File: src/rtl/blake_g_pkg.sv
package blake_g_pkg;

    localparam int WORD_W = 64;

    // Rotation amounts of the two half-steps
    localparam int ROT_D1 = 32;
    localparam int ROT_B1 = 24;
    localparam int ROT_D2 = 16;
    localparam int ROT_B2 = 63;

    typedef logic [WORD_W-1:0] word_t;

    typedef struct packed {
        word_t a;
        word_t b;
        word_t c;
        word_t d;
    } quad_t;

    // Left rotation by a constant, used by checks to undo a right rotation
    function automatic word_t rotl_const(input word_t v, input int amt);
        word_t r;
        for (int i = 0; i < WORD_W; i++) begin
            r[(i + amt) % WORD_W] = v[i];
        end
        return r;
    endfunction

endpackage

File: src/rtl/g_rotr.sv
module g_rotr #(
    parameter int W   = 64,
    parameter int AMT = 32
) (
    input  logic [W-1:0] din,
    output logic [W-1:0] dout
);
    // Fixed rotation: pure re-ordering of wires
    generate
        if (AMT == 0) begin : g_pass
            assign dout = din;
        end else begin : g_rot
            assign dout = {din[AMT-1:0], din[W-1:AMT]};
        end
    endgenerate
endmodule

File: src/rtl/g_half_step.sv
module g_half_step
    import blake_g_pkg::*;
#(
    parameter int ROT_D = 32,
    parameter int ROT_B = 24
) (
    input  quad_t q_i,
    input  word_t m_i,
    output quad_t q_o
);
    word_t a_sum;
    word_t d_mix;
    word_t d_rot;
    word_t c_sum;
    word_t b_mix;
    word_t b_rot;

    // a takes b and the message word, modulo 2^64
    assign a_sum = q_i.a + q_i.b + m_i;
    assign d_mix = q_i.d ^ a_sum;

    g_rotr #(.W(WORD_W), .AMT(ROT_D)) u_rot_d (
        .din  (d_mix),
        .dout (d_rot)
    );

    assign c_sum = q_i.c + d_rot;
    assign b_mix = q_i.b ^ c_sum;

    g_rotr #(.W(WORD_W), .AMT(ROT_B)) u_rot_b (
        .din  (b_mix),
        .dout (b_rot)
    );

    always_comb begin
        q_o.a = a_sum;
        q_o.b = b_rot;
        q_o.c = c_sum;
        q_o.d = d_rot;
    end

    // Undoing each rotation must give back the XOR of old word and new partner
    always_comb begin
        p_d_invert_r2: assert (((rotl_const(q_o.d, ROT_D) ^ q_o.a) == q_i.d))
            else $error("d rotation/xor mismatch");
        p_b_invert_r3: assert (((rotl_const(q_o.b, ROT_B) ^ q_o.c) == q_i.b))
            else $error("b rotation/xor mismatch");
        p_c_sum_r5: assert ((q_o.c - q_o.d) == q_i.c)
            else $error("c addition mismatch");
    end
endmodule

File: src/rtl/blake_g_mix.sv
module blake_g_mix
    import blake_g_pkg::*;
#(
    parameter bit REGISTERED = 1'b1
) (
    input  logic              clk,
    input  logic              rst,
    input  logic              in_valid,
    input  logic [WORD_W-1:0] a_in,
    input  logic [WORD_W-1:0] b_in,
    input  logic [WORD_W-1:0] c_in,
    input  logic [WORD_W-1:0] d_in,
    input  logic [WORD_W-1:0] x_in,
    input  logic [WORD_W-1:0] y_in,
    output logic              out_valid,
    output logic [WORD_W-1:0] a_out,
    output logic [WORD_W-1:0] b_out,
    output logic [WORD_W-1:0] c_out,
    output logic [WORD_W-1:0] d_out
);
    quad_t q_in;
    quad_t q_mid;
    quad_t q_fin;

    always_comb begin
        q_in.a = a_in;
        q_in.b = b_in;
        q_in.c = c_in;
        q_in.d = d_in;
    end

    g_half_step #(.ROT_D(ROT_D1), .ROT_B(ROT_B1)) u_first (
        .q_i (q_in),
        .m_i (x_in),
        .q_o (q_mid)
    );

    g_half_step #(.ROT_D(ROT_D2), .ROT_B(ROT_B2)) u_second (
        .q_i (q_mid),
        .m_i (y_in),
        .q_o (q_fin)
    );

    generate
        if (REGISTERED) begin : g_reg
            quad_t q_hold;
            logic  vld_q;

            always_ff @(posedge clk) begin
                if (rst) begin
                    q_hold <= '0;
                    vld_q  <= 1'b0;
                end else begin
                    vld_q <= in_valid;
                    if (in_valid) begin
                        q_hold <= q_fin;
                    end
                end
            end

            assign out_valid = vld_q;
            assign a_out     = q_hold.a;
            assign b_out     = q_hold.b;
            assign c_out     = q_hold.c;
            assign d_out     = q_hold.d;

            p_valid_follows_r7: assert property (@(posedge clk) disable iff (rst)
                in_valid |=> out_valid);
            p_valid_drops_r7: assert property (@(posedge clk) disable iff (rst)
                !in_valid |=> !out_valid);
            p_hold_a_r8: assert property (@(posedge clk) disable iff (rst)
                !in_valid |=> $stable(a_out));
            p_hold_bcd_r8: assert property (@(posedge clk) disable iff (rst)
                !in_valid |=> ($stable(b_out) && $stable(c_out) && $stable(d_out)));
            p_reset_clear_r9: assert property (@(posedge clk)
                rst |=> (!out_valid && a_out == '0 && d_out == '0));
        end else begin : g_comb
            assign out_valid = in_valid;
            assign a_out     = q_fin.a;
            assign b_out     = q_fin.b;
            assign c_out     = q_fin.c;
            assign d_out     = q_fin.d;
        end
    endgenerate
endmodule

File: config.mk
export PLATFORM = sky130hd
export DESIGN_NAME = blake_g_mix
export DESIGN_NICKNAME = d
export VERILOG_FILES = /design/src/rtl/blake_g_pkg.sv /design/src/rtl/g_rotr.sv /design/src/rtl/g_half_step.sv /design/src/rtl/blake_g_mix.sv
export SDC_FILE = /design/constraint.sdc
export NUM_CORES = 1
export LEC_CHECK = 0
export BUFFER_PORTS_ARGS = -buffer_cell sky130_fd_sc_hd__buf_4
export CORE_MARGIN = 10
export CORE_UTILIZATION = 55
export CTS_CLUSTER_DIAMETER = 100
export DETAILED_ROUTE_END_ITERATION = 7
export PLACE_DENSITY = 0.82
export SYNTH_ARGS = -nofsm -noshare
export SYNTH_HDL_FRONTEND = slang
export SYNTH_SLANG_ARGS = --single-unit
File: constraint.sdc
create_clock -name clk -period 18.66 [get_ports clk]
set_input_delay 3.732 -clock clk [delete_from_list [all_inputs] [get_ports clk]]
set_output_delay 3.732 -clock clk [all_outputs]
set_load 0.05 [all_outputs]
# Word level (Yosys, flattened, before mapping)
# Cells that the tools add are included.
[word_totals] reg_bits=257 output_inout_bits=257 input_bits=387 wordCells=15
[op_classes] add_sub_neg=6 bitwise_logic=4
[op_table] cell="adder 64 bit" n=6
[op_table] cell="bitwise XOR 64 bit" n=4

# Depth between registers and ports, before layout
[depth] ltp_word=10 depth_mapped=55 mapped_depth_nobuf=52

# Hierarchy
# A second synthesis with hierarchy kept.
[unflattened] cells_unflattened=3649 area_unflattened_um2=31102.3
[modules_own_cells] mod="g_half_step (u_second)" seq_area_each_um2=0.0 instances=1 cells_each=1306 area_per_inst_um2=10119.7
[modules_own_cells] mod="g_half_step (u_first)" seq_area_each_um2=0.0 instances=1 cells_each=1259 area_per_inst_um2=9836.9
[modules_own_cells] mod="blake_g_mix" seq_area_each_um2=5144.9 instances=1 cells_each=828 area_per_inst_um2=9223.8
[modules_own_cells] mod="g_rotr" seq_area_each_um2=0.0 instances=4 cells_each=64 area_per_inst_um2=480.5

# Least setup slack after synthesis
# Ideal clock, no wire load.
[synth_timing] path_kind="input -> register" startpoint="input port a_in[1]" endpoint="register g_reg.q_hold (netlist bit b_out[0])" required_ps=18594 path_buffers=3 path_slack_ps=3926 setup_time_ps=66 arrival_ps=14668 path_stages=54 path_cell_list="fa_1 ha_1 fa_1 a211oi_1 o21bai_4 a21oi_2 o21ai_1 a41o_1 a21oi_2 o221ai_1 a21oi_1 xnor3_1 ha_1 buf_2 a21o_1 a21o_1 a21oi_1 o21ai_1 (+18 left out) o21a_1 a211oi_1 nand2b_1 xnor2_1 ha_1 clkbuf_1 nand2_1 o211ai_1 a211oi_1 o21bai_1 a31oi_1 o21ai_0 a41oi_1 o21ai_0 xor3_1 xnor3_1 o21ai_1 nor2b_1"
[synth_rtl] item="from (decl)" line_no="blake_g_mix.sv:9" text="input logic [WORD_W-1:0] a_in,"
[synth_rtl] item="to (signal assigned)" line_no="blake_g_mix.sv:56" text="q_hold <= q_fin;"
[synth_rtl] item="to (decl)" line_no="blake_g_mix.sv:46" text="quad_t q_hold;"

==> flow_summary.yaml <==
run_status:
  status: "finished, violations left"
  violations: "design-rule violations"
synth:
  synth-edff-count: 0
  syn_avg_cell_area_um2: 8.42
  synth_cell_types: 91
  yosysTopAreaCell: "dfxtp_1"
  seq_area_frac_synth: 0.177
  synth_area_leaders: "dfxtp_1 18%, ha_1 11%, fa_1 8.9%, xor2_1 8.4%, mux2i_1 6.7%"
  yosysWarnings: 0
  syn_nets: 4227
  ys_async_sr_fraction: 0
  ys.flop_type: "dfxtp_1"
  synth_seq_cells: 257
  syn_area_um2: 29100
  synth_cells: 3460
  synth_top_area_share: 0.177
global_route:
  grt_first_pass_wirelength_mm: 220
  grtUsageTotal: 0.478
  grt_overflow: 0
  antenna_found_initial: 13
  grt_pass1_vias: 30858
  grt_max_degree: 131
layout:
  register_area_um2: 5140
  syn_to_final_growth_pct: 22.4
  final_common_cell: "buf_4"
  num-fill-cells: 4156
  final_nets: 4785
  final_cell_mix: "698 x buf_4, 385 x nor2_1, 279 x xor2_1"
  drive_above_1_share: 0.197
  multi_input_area_um2: 23000
  fin_area_um2: 35700
setup_path:
  end_kind: "register"
  cp_slowest_stage_delay_ns: 0.94
  r2r-start: "d_out[45]"
  crit_type: "input pin to register"
  rr_endpoint: "d_out[45]"
  crit_fanout: 9
  crit_path_top_delay_cell: "a2111oi_0"
  critPathRequiredTime_ns: 19.10
  critPathLaunchType: "input pin"
  rrSetupSlack_ns: 17.72
  reg2reg_depth: 3
  arrival_ns: 18.57
floorplan:
  die-area_um2: 62600
  dieHeight_um: 250
  rows: 84
  io_pins: 644
  initial_core_util: 0.555
  die_w_um: 250
  coreArea_um2: 52400
min_path:
  hp-class: "register to register"
  whs_path_depth: 2
  holdPathEnd: "c_out[37]"
  hold_start: "c_out[37]"
sta:
  slew_headroom: 0.0563
  finalMaxSlewViolations: 0
  clock_skew_ns: 0
  finalSetupViolCount: 0
  min_period_ns: 18.13
  worst_slew_pin_slew_ns: 1.41
  finalSetupTns_ns: 0
  fin_crit_sh: 0.972
  hold_slack_ns: 0.474
  fmax_mhz: 55.2
  hold_violations: 0
  rsz0062_at_grt: "false"
clock_tree:
  worstSkewPairLatency_ns: 0.61
  cts_htree_levels: 1
  root_buffer: "clkbuf_16"
  cts_tree: "done"
  cts_buffers: 30
  clockBufferDepth: 3
  clk_pin_slew_ns: 0.06
  cts.sinks: 257
placed_design:
  numPortBuffers: 643
  gp_congestion: 1.18
  dpl.hpwl_mm: 136
  dpl-instance-area_um2: 34600
routing:
  avgRoutedWirePerCell_um: 33.6
  wirelength_mm: 159
  drt_iter0_markers: 4486
  vias: 32142
  drc: 1
  viasPerCell: 6.79
  ant_nets: 0
  first_pass_iters: 8
job:
  drv_cap: 0
==> cell usage after synthesis (12+ instances only) <==
master / number
nand4_1: 71
a31oi_1: 38
o21ai_0: 142
a21oi_1: 267
and3_1: 25
nand2b_1: 30
nor4_1: 13
o21a_1: 36
buf_1: 14
o22ai_1: 17
or3_1: 12
mux2i_1: 196
clkbuf_1: 142
o21ai_1: 12
nand3_1: 55
o21bai_1: 59
nand2_1: 215
o211ai_1: 23
o221ai_1: 13
xnor3_1: 21
dfxtp_1: 257
nor3_1: 45
ha_1: 250
buf_2: 15
nor3b_1: 12
xnor2_1: 186
inv_1: 86
a211oi_1: 34
xor2_1: 279
nor2b_1: 29
nor2_1: 385
a21o_1: 168
fa_1: 130
o31ai_1: 17
==> per-layer routing <==
metal,share of wire,up-vias,GRT usage
met3,0.13,710,0.146
met1,0.34,15247,0.551
met5,0.00072,-,0
met2,0.42,2687,0.716
met4,0.10,16,0.404
li1,-,13482,-
==> timing repair <==
action / in CTS / in global routing
setup buffers: 0 / 0
resized for setup: 0 / 1
hold buffers: 0 / 0
hold endpoints to repair: 0 / 0
endpoints found under the setup margin: 0 / 1
==> worst max-delay path, delay by kind of cell <==
kind,cells,cell delay (ns)
compound gates,18,5.44
xor+xnor,8,3.52
fa+ha+maj,7,3.18
simple gates,12,2.45
buf+inv,2,0.20
==> worst max-delay path by stage <==
stage | endpoint | cells past startpoint | slack, ns | start
after floorplan | b_out[0] | 54 | 3.93 | a_in[1]
after global placement | b_out[62] | 46 | 0.70 | a_in[0]
after detailed placement | b_out[0] | 48 | 0.59 | a_in[0]
after CTS | b_out[62] | 45 | 1.06 | a_in[0]
after global routing | b_out[0] | 51 | 0.15 | a_in[0]
final | b_out[62] | 47 | 0.53 | a_in[15]
==> cell families after synthesis <==
group           after synthesis  synth area share
compound gates              939             0.214
buf+inv                     262            0.0348
mux                         197            0.0678
flops                       257             0.177
simple gates                928             0.146
xor+xnor                    497             0.165
fa+ha+maj                   380             0.197
==> cell type report <==
| class | instances | share of cell area |
|---|---|---|
| timing repair buffer | 701 | 0.148 |
| multi-input combinational | 2941 | 0.644 |
| tap | 688 | 0.0241 |
| inverter | 87 | 0.00916 |
| sequential | 257 | 0.144 |
| clock inverter | 18 | 0.00656 |
| clock buffer | 38 | 0.0231 |
| antenna | 4 | 0.000281 |
==> per-stage QoR <==
stage / utilization / cells / setup WS [ns]
after floorplan: - / 3460 / 3.93
after global placement: 0.659 / 4674 / 0.701
after detailed placement: 0.659 / 4674 / 0.590
after CTS: 0.680 / 4730 / 1.06
after global routing: 0.680 / 4734 / 0.149
final: 0.680 / 4734 / 0.530
==> registers in the layout, indices dropped and copies added (netlist names) <==
register and cells:
a_out 64, b_out 64, c_out 64, d_out 64
out_valid 1
Power is not shown: default switching activity piles up to over one toggle a cycle in this logic, so the estimate is an artifact.
